===== config.mk =====
export PLATFORM = sky130hd
export DESIGN_NAME = issue_port_assign
export DESIGN_NICKNAME = d
export VERILOG_FILES = /design/src/rtl/ipa_pkg.sv /design/src/rtl/ipa_slot_pick.sv /design/src/rtl/ipa_port_ctr.sv /design/src/rtl/issue_port_assign.sv
export SDC_FILE = /design/constraint.sdc
export NUM_CORES = 1
export LEC_CHECK = 0
export ABC_AREA = 1
export BUFFER_PORTS_ARGS = -buffer_cell sky130_fd_sc_hd__buf_2
export CAP_MARGIN = 10
export CORE_MARGIN = 5
export CORE_UTILIZATION = 50
export CTS_CLUSTER_DIAMETER = 100
export DETAILED_ROUTE_END_ITERATION = 16
export PLACE_DENSITY = 0.69
export SYNTH_ARGS = -nofsm -noshare
export SYNTH_HDL_FRONTEND = slang
export SYNTH_SLANG_ARGS = --single-unit

===== constraint.sdc =====
create_clock -name clk -period 9.75 [get_ports clk]
set_input_delay 0.4875 -clock clk [delete_from_list [all_inputs] [get_ports clk]]
set_output_delay 0.4875 -clock clk [all_outputs]
set_load 0.03 [all_outputs]

===== src/rtl/ipa_pkg.sv =====
package ipa_pkg;

  // Direction a slot uses when several candidate ports are close
  typedef enum logic {
    PICK_LOW  = 1'b0,
    PICK_HIGH = 1'b1
  } tie_dir_e;

  function automatic tie_dir_e slot_dir(input int slot);
    return (slot % 2 == 0) ? PICK_LOW : PICK_HIGH;
  endfunction

endpackage


===== src/rtl/ipa_slot_pick.sv =====
module ipa_slot_pick
  import ipa_pkg::*;
#(
  parameter int       NUM_PORTS = 4,
  parameter int       CNT_W     = 4,
  parameter tie_dir_e DIR       = PICK_LOW,
  localparam int      PIDX_W    = (NUM_PORTS > 1) ? $clog2(NUM_PORTS) : 1
) (
  input  logic [NUM_PORTS*CNT_W-1:0] cnt_i,
  input  logic [NUM_PORTS-1:0]       mask_i,
  output logic [PIDX_W-1:0]          port_o,
  output logic                       found_o
);

  logic [CNT_W-1:0]     min_c;
  logic [CNT_W:0]       lim_c;
  logic [NUM_PORTS-1:0] cand;

  // smallest count among the allowed ports
  always_comb begin
    min_c = '1;
    for (int p = 0; p < NUM_PORTS; p++) begin
      if (mask_i[p] && (cnt_i[p*CNT_W +: CNT_W] < min_c)) begin
        min_c = cnt_i[p*CNT_W +: CNT_W];
      end
    end
    lim_c = {1'b0, min_c} + (CNT_W+1)'(1);
  end

  // candidate window: within one of the minimum
  always_comb begin
    for (int p = 0; p < NUM_PORTS; p++) begin
      cand[p] = mask_i[p] && ({1'b0, cnt_i[p*CNT_W +: CNT_W]} <= lim_c);
    end
  end

  generate
    if (DIR == PICK_LOW) begin : g_low
      always_comb begin
        port_o = '0;
        for (int p = NUM_PORTS - 1; p >= 0; p--) begin
          if (cand[p]) port_o = PIDX_W'(p);
        end
      end
    end else begin : g_high
      always_comb begin
        port_o = '0;
        for (int p = 0; p < NUM_PORTS; p++) begin
          if (cand[p]) port_o = PIDX_W'(p);
        end
      end
    end
  endgenerate

  assign found_o = |mask_i;

  // a chosen port is always one the mask allows
  always_comb begin
    if (found_o) begin
      a_r2_in_mask: assert (mask_i[port_o]);
    end
  end

  // a one-hot mask forces its own port
  always_comb begin
    if ($onehot(mask_i)) begin
      a_r3_single_port: assert (mask_i == (NUM_PORTS'(1) << port_o));
    end
  end

endmodule


===== src/rtl/ipa_port_ctr.sv =====
module ipa_port_ctr #(
  parameter int  QCAP   = 8,
  parameter int  ADD_W  = 3,
  parameter int  ADD_MX = 4,
  localparam int CNT_W  = $clog2(QCAP + 1),
  localparam int SUM_W  = $clog2(QCAP + ADD_MX + 1)
) (
  input  logic             clk,
  input  logic             rst_n,
  input  logic [ADD_W-1:0] add_i,
  input  logic             inc_en_i,
  input  logic             done_i,
  output logic [CNT_W-1:0] cnt_o,
  output logic             over_o
);

  logic [CNT_W-1:0] cnt_q;
  logic [CNT_W-1:0] cnt_d;
  logic [SUM_W-1:0] sum_add;
  logic [SUM_W-1:0] sum_nxt;

  assign sum_add = SUM_W'(cnt_q) + SUM_W'(add_i);
  assign over_o  = sum_add > SUM_W'(QCAP);

  // next-state logic
  always_comb begin
    sum_nxt = SUM_W'(cnt_q);
    if (inc_en_i) sum_nxt = sum_add;
    if (done_i && (cnt_q != '0)) sum_nxt = sum_nxt - SUM_W'(1);
    cnt_d = sum_nxt[CNT_W-1:0];
  end

  // state register
  always_ff @(posedge clk or negedge rst_n) begin
    if (!rst_n) begin
      cnt_q <= '0;
    end else begin
      cnt_q <= cnt_d;
    end
  end

  assign cnt_o = cnt_q;

  // queue occupancy bounded by capacity
  a_r9_no_overflow: assert property (@(posedge clk) disable iff (!rst_n)
    cnt_q <= CNT_W'(QCAP));

  // a held-back group never raises the count
  a_r8_stall_no_rise: assert property (@(posedge clk) disable iff (!rst_n)
    !inc_en_i |=> cnt_q <= $past(cnt_q));

  // dispatch at zero with nothing added leaves zero
  a_r7_done_at_zero: assert property (@(posedge clk) disable iff (!rst_n)
    (cnt_q == '0 && (add_i == '0 || !inc_en_i)) |=> cnt_q == '0);

endmodule


===== src/rtl/issue_port_assign.sv =====
module issue_port_assign
  import ipa_pkg::*;
#(
  parameter int  NUM_SLOTS = 4,
  parameter int  NUM_PORTS = 4,
  parameter int  QCAP      = 8,
  localparam int PIDX_W    = (NUM_PORTS > 1) ? $clog2(NUM_PORTS) : 1,
  localparam int CNT_W     = $clog2(QCAP + 1),
  localparam int ADD_W     = $clog2(NUM_SLOTS + 1)
) (
  input  logic                           clk,
  input  logic                           rst_n,
  input  logic [NUM_SLOTS-1:0]           slot_vld,
  input  logic [NUM_SLOTS*NUM_PORTS-1:0] slot_mask,
  input  logic [NUM_PORTS-1:0]           port_done,
  output logic [NUM_SLOTS*PIDX_W-1:0]    slot_port,
  output logic [NUM_SLOTS-1:0]           slot_grant,
  output logic                           stall,
  output logic [NUM_PORTS*CNT_W-1:0]     port_cnt
);

  logic [NUM_SLOTS-1:0] found;
  logic [NUM_SLOTS-1:0] req;
  logic [PIDX_W-1:0]    sel    [NUM_SLOTS];
  logic [ADD_W-1:0]     add_p  [NUM_PORTS];
  logic [NUM_PORTS-1:0] over_p;

  // one picker per slot, all reading the same count snapshot
  generate
    for (genvar s = 0; s < NUM_SLOTS; s++) begin : g_slot
      ipa_slot_pick #(
        .NUM_PORTS (NUM_PORTS),
        .CNT_W     (CNT_W),
        .DIR       (slot_dir(s))
      ) pick_i (
        .cnt_i   (port_cnt),
        .mask_i  (slot_mask[s*NUM_PORTS +: NUM_PORTS]),
        .port_o  (sel[s]),
        .found_o (found[s])
      );
      assign slot_port[s*PIDX_W +: PIDX_W] = sel[s];
    end
  endgenerate

  assign req = slot_vld & found;

  // number of requesting slots that landed on each port
  always_comb begin
    for (int p = 0; p < NUM_PORTS; p++) begin
      add_p[p] = '0;
      for (int s = 0; s < NUM_SLOTS; s++) begin
        if (req[s] && (sel[s] == PIDX_W'(p))) add_p[p] = add_p[p] + ADD_W'(1);
      end
    end
  end

  generate
    for (genvar p = 0; p < NUM_PORTS; p++) begin : g_port
      ipa_port_ctr #(
        .QCAP   (QCAP),
        .ADD_W  (ADD_W),
        .ADD_MX (NUM_SLOTS)
      ) ctr_i (
        .clk      (clk),
        .rst_n    (rst_n),
        .add_i    (add_p[p]),
        .inc_en_i (!stall),
        .done_i   (port_done[p]),
        .cnt_o    (port_cnt[p*CNT_W +: CNT_W]),
        .over_o   (over_p[p])
      );
    end
  endgenerate

  assign stall      = |over_p;
  assign slot_grant = stall ? '0 : req;

  // slots 0 and 2 share parity; same mask means same port
  a_r4_same_mask_same_port: assert property (@(posedge clk) disable iff (!rst_n)
    (slot_mask[0 +: NUM_PORTS] == slot_mask[2*NUM_PORTS +: NUM_PORTS])
      |-> (sel[0] == sel[2]));

  // a granted slot always had a valid request
  a_r2_grant_needs_req: assert property (@(posedge clk) disable iff (!rst_n)
    (slot_grant & ~slot_vld) == '0);

endmodule


==> metrics.md, run 1 <==
| Metric | Value |
|---|---|
| DRC errors left | 0 |
| Pre-antenna DRT Iters | 5 |
| # port buffers | 54 |
| Post-synthesis cell count | 858 |
| Initial DRC Count | 423 |
| R2R depth | 58 |
| WL final | 16.3 mm |
| Seq/Total Area, Yosys | 7.10% |
| Most frequent CP cell | nand2_1 |
| Synthesized flop and latch total | 16 |
| Mapped Avg Cell Area | 6.58 µm² |
| Max FFs per register | 16 |
| Kind of critical path | reg2reg |
| Post-CTS Setup Inserts | 0 |
| Initial Util | 51.6% |
| H-tree levels | 1 |
| Total CTS buffers | 3 |
| First-pass GRT wire length | around 26 mm |
| Maxcap violations | 0 |
| Worst EP arrival | around 9 ns |
| Hold Buf Count CTS | 0 |
| Period Utilization, post-route | 91.4% |
| Worst-path clk slew | 0.05 ns |
| Multi-input logic area | 4760 µm² |
| Gr usage total | 24.3% |
| Slew @ Worst Pin | 0.908 ns |
| Fill cells | around 1,100 |
| Nets@finish | about 1,100 |
| DR WL met3 | 898 µm |
| Die area | between 10,000 and 15,000 µm² |
| Status | completed |
| M1 WL | 7.39 mm |
| Total global routing overflow | 0 |
| Seq. cell area | 402 µm² |
| Delay of the slowest critical-path stage | between 0.4 and 0.5 ns |
| Vias | roughly 5,800 |
| Total core area | 10,900 µm² |
| Hold crit path type | in2async |
| Number of global-route vias before repair | between 5,000 and 6,000 |
| Largest net degree at the start of global routing | 18 |
| Commonest non-fill, non-tap cell in the layout | nand2_1 |
| Worst Path Required | 9.87 ns |
| Netlist cell types | 45 |
| WL/cell | roughly 15 µm |
| Die Width | 116 µm |
| Root Driver | clkbuf_16 |
| Setup tns final | 0 ns |
| Clk Latency, worst-skew pair | 0.25 ns |
| Initial antenna violation count | 0 |
| CP max FO | 17 |
| Post-Syn Nets | 1,002 |
| Share of layout cells above drive strength 1 | a little over a fifth |
| Die Span Y | 116 µm |
| Final setup viols | 0 |
| Vias per cell | roughly 5.5 |
| Layout Skew | 0.00660 ns |
| I/O Pins | 55 |
| Max Transition Viols Final | 0 |
| CTS tree | built |
| Remaining antenna violation count | 0 |
| Yosys warning count | 0 |
| Relative slew slack | 38.7% |
| Most frequent cells in the layout | nand2_1 (211), ha_1 (114), inv_1 (112) |
| Min Tclk post-route | 8.91 ns |
| Layout area overhead | 11.9% |
| CP max stage cell | dfrtp_1 |
| GPL Wtd Cong | 0.876 |
| N_diodes | 0 |
| Post-Syn Area | between 5000 and 6000 µm² |
| Fin. Hold Viols | 0 |
| Row count | 38 |
| RSZ-0062 raised after global routing | no |
| CTS sink cnt | 16 |
| Critical Path Source Type | register |
| Dpl hpwl | 13.2 mm |
| Clk buf depth | 2 |
| Worst setup EP type | register |
| Fmax | approximately 110 MHz |
| Met2 wire len | 7.64 mm |
| Max Used Layer | met4 |
logic make-up (layout without fill, tap and decap cells):
kind of cell,count (synthesis),in the layout,synth area share (%)
flip-flops,16,16,7.10
AND/OR/NAND/NOR,421,421,37.5
AO/OA/AOI/OAI,138,138,14.9
adder cells (fa/ha/maj),118,118,26.7
buffers and inverters,135,206,9.07
XOR/XNOR,30,30,4.66
worst max-delay path, delay by kind of cell, from the launching register on:
kind	cells	cell delay, ns
simple gates	30	2.73
fa+ha+maj	9	2.68
compound gates	7	1.43
buf+inv	10	1.09
flops	1	0.46
xor+xnor	2	0.35
per-layer routing:
layer,GRT usage (%),up-vias
met4,5.72,0
met2,42.4,161
met3,1.87,28
met5,0,-
li1,-,3005
met1,32.7,2634
worst paths after layout:
kind,start,to,slack [ns]
worst max-delay path,g_port[0].ctr_i.cnt_o[0],g_port[3].ctr_i.cnt_o[2],0.84
worst min-delay path,rst_n,g_port[3].ctr_i.cnt_o[1],0.15
worst max register to register,g_port[0].ctr_i.cnt_o[0],g_port[3].ctr_i.cnt_o[2],0.84
worst min register to register,g_port[3].ctr_i.cnt_o[3],g_port[3].ctr_i.cnt_o[3],0.99
max in group asynchronous,rst_n,g_port[0].ctr_i.cnt_o[3],9.30
min in group clk,port_done[1],g_port[1].ctr_i.cnt_o[0],0.62
cells in the mapped netlist:
library cell | number | share of area (%)
nand2_1 | 211 | 14
ha_1 | 114 | 25
inv_1 | 112 | 7.5
nand3_1 | 59 | 5.2
o21ai_0 | 53 | 4.7
nand2_2 | 51 | 5.7
nor2_1 | 39 | 2.6
a21oi_1 | 37 | 3.3
nand2_4 | 17 | 3.4
dfrtp_1 | 16 | 7.1
xnor2_1 | 15 | 2.3
xor2_1 | 15 | 2.3
inv_2 | 14 | 0.93
o21a_1 | 12 | 1.6
nand4_1 | 11 | 1.2
a41oi_1 | 9 | 1.4
nand3_2 | 8 | 1.4
a211oi_1 | 7 | 0.93
and2_1 | 4 | 0.44
clkbuf_1 | 4 | 0.27
fa_1 | 4 | 1.4
nor4_1 | 4 | 0.44
o21ai_1 | 4 | 0.35
o41ai_1 | 4 | 0.62
a21oi_2 | 3 | 0.47
clkinv_1 | 3 | 0.20
nor2_4 | 3 | 0.60
nor3_1 | 3 | 0.27
o21ai_2 | 3 | 0.47
nand3_4 | 2 | 0.62
nand4_2 | 2 | 0.44
nor3_2 | 2 | 0.35
a211oi_2 | 1 | 0.22
a21oi_4 | 1 | 0.29
buf_4 | 1 | 0.13
clkinv_2 | 1 | 0.089
nand3b_1 | 1 | 0.13
nor2_2 | 1 | 0.11
nor2_8 | 1 | 0.35
o211ai_1 | 1 | 0.13
o211ai_2 | 1 | 0.22
o21bai_1 | 1 | 0.13
o31ai_1 | 1 | 0.13
or2_0 | 1 | 0.11
or2_2 | 1 | 0.11
cell type report:
type | count | area share [%]
clock buffer | 3 | 1.19
timing repair buffer | 73 | 6.54
sequential | 16 | 6.36
multi-input combinational | 707 | 75.4
tap | 140 | 2.77
inverter | 130 | 7.75
through the flow:
step / std cells / utilization [%] / hold slack (ns) / cell area (µm²) / setup slack (ns)
3_3_place_gp: 1066 / 56.8 / 0.420 / 6220 / 0.683
6_report: 1069 / 57.7 / 0.155 / 6310 / 0.839
3_5_place_dp: 1066 / 56.8 / 0.412 / 6220 / 0.606
4_1_cts: 1069 / 57.5 / 0.156 / 6290 / 0.612
2_1_floorplan: 858 / - / 0.192 / 5640 / 0.722
5_1_grt: 1069 / 57.7 / 0.184 / 6310 / 0.0431
repair_timing:
item                                    in CTS  in global routing
resized for setup                            0                  7
endpoints found under the setup margin       0                 15
endpoints found under the hold margin        0                  0
Power of run 1 is not shown: default switching activity piles up to over one toggle a cycle in this logic, so the estimate is an artifact.
==> inputs of run 2 (changes only) <==
Settings changed: CORE_ASPECT_RATIO from default to 0.9, CORE_MARGIN 5 to default.
==> run 2 against run 1 <==
Net effect: worst setup slack worse by 0.091 ns; non-clock buffer count down 3; clock-buffer cell count unchanged; fmax down 1.0%; largest cell class unchanged; sequential share of layout area about the same; sequential cell count unchanged; design area up 0.32%; die area down 13%; critical path depth down 6; wire length down 2.6%; cell count up 0.94%.
==> metrics.md, run 2 (synthesis results as in run 1) <==
| Metric | Value |
|---|---|
| GPL Wtd Cong | 0.969 |
| Period Utilization, post-route | 92.3% |
| Busiest metal layer after global routing | met2 |
| DRC errors left | 0 |
| First-pass GRT wire length | between 20 and 30 mm |
| Layout area overhead | 12.3% |
| CP max FO | 14 |
| N_diodes | 0 |
| Most frequent CP cell | nand2_1 |
| Initial DRC Count | 346 |
| Vias per cell | 5.33 |
| Fill cells | between 1,000 and 1,500 |
| Initial Util | 51.8% |
| H-tree levels | 1 |
| CP max stage cell | dfrtp_1 |
| Relative slew slack | ~27% |
| Maxcap violations | 0 |
| Remaining antenna violation count | 0 |
| Critical Path Source Type | register |
| Worst EP arrival | ~8.5 ns |
| Initial antenna violation count | 0 |
| Die Span Y | 103 µm |
| Number of global-route vias before repair | 5,250 |
| Max FFs per register | 16 |
| Die area | between 10,000 and 15,000 µm² |
| Share of layout cells above drive strength 1 | between 20% and 30% |
| WL final | ~16 mm |
| Most frequent cells in the layout | nand2_1 (211), ha_1 (114), inv_1 (111) |
| Setup tns final | 0 ns |
| Fin util | 58.1% |
| Clk Latency, worst-skew pair | roughly 0.24 ns |
| I/O Pins | between 50 and 60 |
| Min Tclk post-route | ~9 ns |
| Delay of the slowest critical-path stage | 0.46 ns |
| CTS tree | built |
| Slew @ Worst Pin | 1.08 ns |
| Row count | 36 |
| Fmax | 111 MHz |
| Met2 Track Usage GR | 48.2% |
| Status | completed |
| Worst Path Required | 9.26 ns |
| Total core area | between 10,000 and 15,000 µm² |
| Max Transition Viols Final | 0 |
| Gr usage total | 28.1% |
| Vias | 5,749 |
| # port buffers | 54 |
| WL/cell | around 15 µm |
| Hold Buf Count CTS | 0 |
| Fin. Hold Viols | 0 |
| Pre-antenna DRT Iters | 5 |
| Clk buf depth | 2 |
| Root Driver | clkbuf_16 |
| Final setup viols | 0 |
| Dpl hpwl | 12.6 mm |
| Commonest non-fill, non-tap cell in the layout | nand2_1 |
| Hold crit path type | in2async |
| Met3 Use GR | 2.88% |
| Nets@finish | 1,073 |
| Largest net degree at the start of global routing | 24 |
| Worst setup EP type | output port |
| Met1 usage | a little under two fifths |
| Die Width | 114 µm |
| Kind of critical path | reg2out |
| Layout Skew | 0.00239 ns |
| Worst-path clk slew | 0.05 ns |
| RSZ-0062 raised after global routing | no |
| Total CTS buffers | 3 |
| Total global routing overflow | 0 |
| CTS sink cnt | 16 |
[run 2: repair_timing]
item | in CTS | in global routing
gates resized for setup | 0 | 20
setup endpoints to repair | 0 | 21
setup buffers | 0 | 4
endpoints found under the hold margin | 0 | 0
[run 2: path summary, 6_finish.rpt]
| path | slack, ns | to | start | cells after the start |
|---|---|---|---|---|
| max | 0.75 | slot_grant[3] | g_port[0].ctr_i.cnt_o[0] | 52 |
| min | 0.15 | g_port[3].ctr_i.cnt_o[1] | rst_n | 1 |
| max reg2reg | 0.79 | g_port[3].ctr_i.cnt_o[3] | g_port[0].ctr_i.cnt_o[0] | 55 |
| min reg2reg | 0.86 | g_port[1].ctr_i.cnt_o[0] | g_port[1].ctr_i.cnt_o[2] | 4 |
| max in group asynchronous | 9.32 | g_port[0].ctr_i.cnt_o[3] | rst_n | 1 |
| min in group clk | 0.61 | g_port[1].ctr_i.cnt_o[0] | port_done[1] | 3 |
[run 2: cell type report]
type | count | area, µm² | area share, %
Timing Repair inverter | 1 | 7.51 | 0.119
Tap cell | 152 | 190 | 3.00
Sequential cell | 16 | 403 | 6.36
Timing Repair Buffer | 70 | 390 | 6.16
Clock buffer | 3 | 75.1 | 1.19
Multi-Input combinational cell | 707 | 4780 | 75.4
Inverter | 130 | 493 | 7.78
[run 2: stage by stage]
step	cell area, µm²	setup WS [ns]	hold slack (ns)	cells
floorplan	5640	0.722	0.192	858
global placement	6180	0.293	0.416	1071
detailed placement	6180	0.222	0.421	1071
CTS	6250	0.185	0.161	1074
global route	6330	0.0441	0.179	1079
finish	6330	0.748	0.151	1079
[run 2: critical path: cells and delay by family (launching register included)]
family,cells,cell delay (ns)
XOR/XNOR,1,0.16
AO/OA/AOI/OAI,7,1.42
AND/OR/NAND/NOR,29,2.85
buffers and inverters,7,0.82
flip-flops,1,0.46
adder cells (fa/ha/maj),8,2.57
[run 2: routing by layer]
metal	part of all wire, %	up-vias
met5	0	-
met4	2.6	0
met3	4.5	32
met2	46	148
met1	47	2559
li1	-	3010
Power of run 2 is left out for the same reason.
==> inputs of run 3 (changes only) <==
Settings changed: GPL_ROUTABILITY_DRIVEN from default to 0, GPL_TIMING_DRIVEN from default to 0.
==> run 3 against run 2 <==
Net effect: first-iteration DRC count down 7.5%; hold slack better by 0.0049 ns; register-to-register slack worse by 0.03 ns; critical path depth down 4; wire length down 1.8%; non-clock buffer count down 6; critical endpoint is now g_port[3].ctr_i.cnt_o[2].
==> metrics.md, run 3 (synthesis results as in run 1) <==
| Metric | Value |
|---|---|
| M1 WL | between 7 and 8 mm |
| Relative slew slack | approximately two fifths |
| Gr usage total | 27.2% |
| Layout area overhead | 12.2% |
| WL/cell | 14.5 µm |
| Initial antenna violation count | 0 |
| CTS sink cnt | 16 |
| Setup tns final | 0 ns |
| Slew @ Worst Pin | between 0.9 and 1 ns |
| Largest net degree at the start of global routing | 18 |
| Worst-path clk slew | roughly 0.050 ns |
| CP max stage cell | dfrtp_1 |
| Max Used Layer | met4 |
| Share of layout cells above drive strength 1 | 21.3% |
| Die area | 11,700 µm² |
| RSZ-0062 raised after global routing | no |
| Worst Path Required | 9.87 ns |
| Clk Latency, worst-skew pair | roughly 0.25 ns |
| Hold Buf Count CTS | 0 |
| Remaining antenna violation count | 0 |
| Met2 wire len | 7.05 mm |
| Most frequent CP cell | ha_1 |
| Period Utilization, post-route | 92.2% |
| WL final | 15.6 mm |
| Non-Filler Instances | 1,073 |
| Max FFs per register | 16 |
| Worst EP arrival | 9.11 ns |
| Root Driver | clkbuf_16 |
| DRC errors left | 0 |
| Total core area | around 11,000 µm² |
| Vias per cell | 5.30 |
| Vias | ~5,700 |
| Initial DRC Count | 320 |
| # port buffers | between 50 and 60 |
| Layout Skew | roughly 0.00098 ns |
| First-pass GRT wire length | 24.7 mm |
| Post-Place Cells | about 1,100 |
| Most frequent cells in the layout | nand2_1 (211), ha_1 (114), inv_1 (111) |
| N_diodes | 0 |
| Die Span Y | 103 µm |
| Row count | 36 |
| Hold crit path type | in2async |
| Commonest non-fill, non-tap cell in the layout | nand2_1 |
| Pre-antenna DRT Iters | 4 |
| Dpl hpwl | 12.2 mm |
| Delay of the slowest critical-path stage | 0.42 ns |
| DR WL met3 | 686 µm |
| Clk buf depth | 2 |
| CP max FO | 10 |
| Fmax | between 100 and 150 MHz |
| Number of global-route vias before repair | 4,906 |
| Min Tclk post-route | ~9 ns |
| Max Transition Viols Final | 0 |
| Total global routing overflow | 0 |
| Worst setup EP type | register |
| Initial Util | between 50% and 60% |
| Maxcap violations | 0 |
| Fin util | between 50% and 60% |
| Die Width | 114 µm |
| H-tree levels | 1 |
| Nets@finish | 1,066 |
| Kind of critical path | reg2reg |
| Fin. Hold Viols | 0 |
| CP delay by family, top | compound AO/OA/AOI/OAI gates |
| Worst Path Buf+Inv | 7 |
| CTS tree | built |
| Final setup viols | 0 |
| Status | completed |
| Critical Path Source Type | register |
| I/O Pins | 55 |
| Total CTS buffers | 3 |
==> run 3: cell types whose count changed in the layout (fill, tap and decap cells not counted), moves of 2 or more <==
cell	delta
nor3_2	+2
clkbuf_2	+2
o21ai_1	-6
o21ai_0	+4
buf_4	-10
nor3_1	-2
clkinvlp_4	-2
o21ai_2	+2
==> run 3: final cells by class <==
| type | instances | area [µm²] |
|---|---|---|
| well taps | 152 | 190 |
| clock buffers | 4 | 88.8 |
| plain buffers | 5 | 31.3 |
| inverters | 130 | 489 |
| multi-input cells | 707 | 4820 |
| fillers | 1103 | 4570 |
| repair buffers | 59 | 305 |
| flip-flops and latches | 16 | 403 |
==> run 3: worst reg2reg max path, delay by kind of cell, from the launching register on <==
family                   cells  cell delay, ns
AO/OA/AOI/OAI               12            2.58
adder cells (fa/ha/maj)      8            2.42
AND/OR/NAND/NOR             18            1.98
buffers and inverters        7            0.91
XOR/XNOR                     3            0.58
flip-flops                   1            0.42
==> run 3: final timing paths <==
path                            depth (start not counted)  slack (ns)                        to                     start
max in group asynchronous                               1        9.29  g_port[0].ctr_i.cnt_o[2]                     rst_n
worst min register to register                          4        0.99  g_port[0].ctr_i.cnt_o[1]  g_port[0].ctr_i.cnt_o[1]
worst min-delay path                                    1        0.16  g_port[1].ctr_i.cnt_o[0]                     rst_n
worst max register to register                         48        0.76  g_port[3].ctr_i.cnt_o[2]  g_port[0].ctr_i.cnt_o[3]
worst max-delay path                                   48        0.76  g_port[3].ctr_i.cnt_o[2]  g_port[0].ctr_i.cnt_o[3]
min in group clk                                        3        0.58  g_port[1].ctr_i.cnt_o[0]              port_done[1]
==> run 3: layer usage <==
metal | vias to the layer above | track usage [%]
met4 | 0 | 4.80
met2 | 134 | 46.7
met1 | 2528 | 37.9
li1 | 2998 | -
met3 | 26 | 1.76
met5 | - | 0
==> run 3: repair_timing <==
item,in CTS,in global routing
setup buffers,0,3
resized for setup,3,32
hold endpoints to repair,0,0
setup endpoints to repair,17,21
pin swaps,0,2
gates cloned,0,0
==> run 3: per-stage QoR <==
step / cell area (µm²) / setup WS [ns] / hold slack, ns
3_5_place_dp: 6120 / -0.216 / 0.428
6_report: 6330 / 0.763 / 0.155
3_3_place_gp: 6100 / -0.234 / 0.429
5_1_grt: 6330 / 0.00125 / 0.182
4_1_cts: 6210 / 0.0251 / 0.164
2_1_floorplan: 5640 / 0.722 / 0.192
Power of run 3 is left out for the same reason.
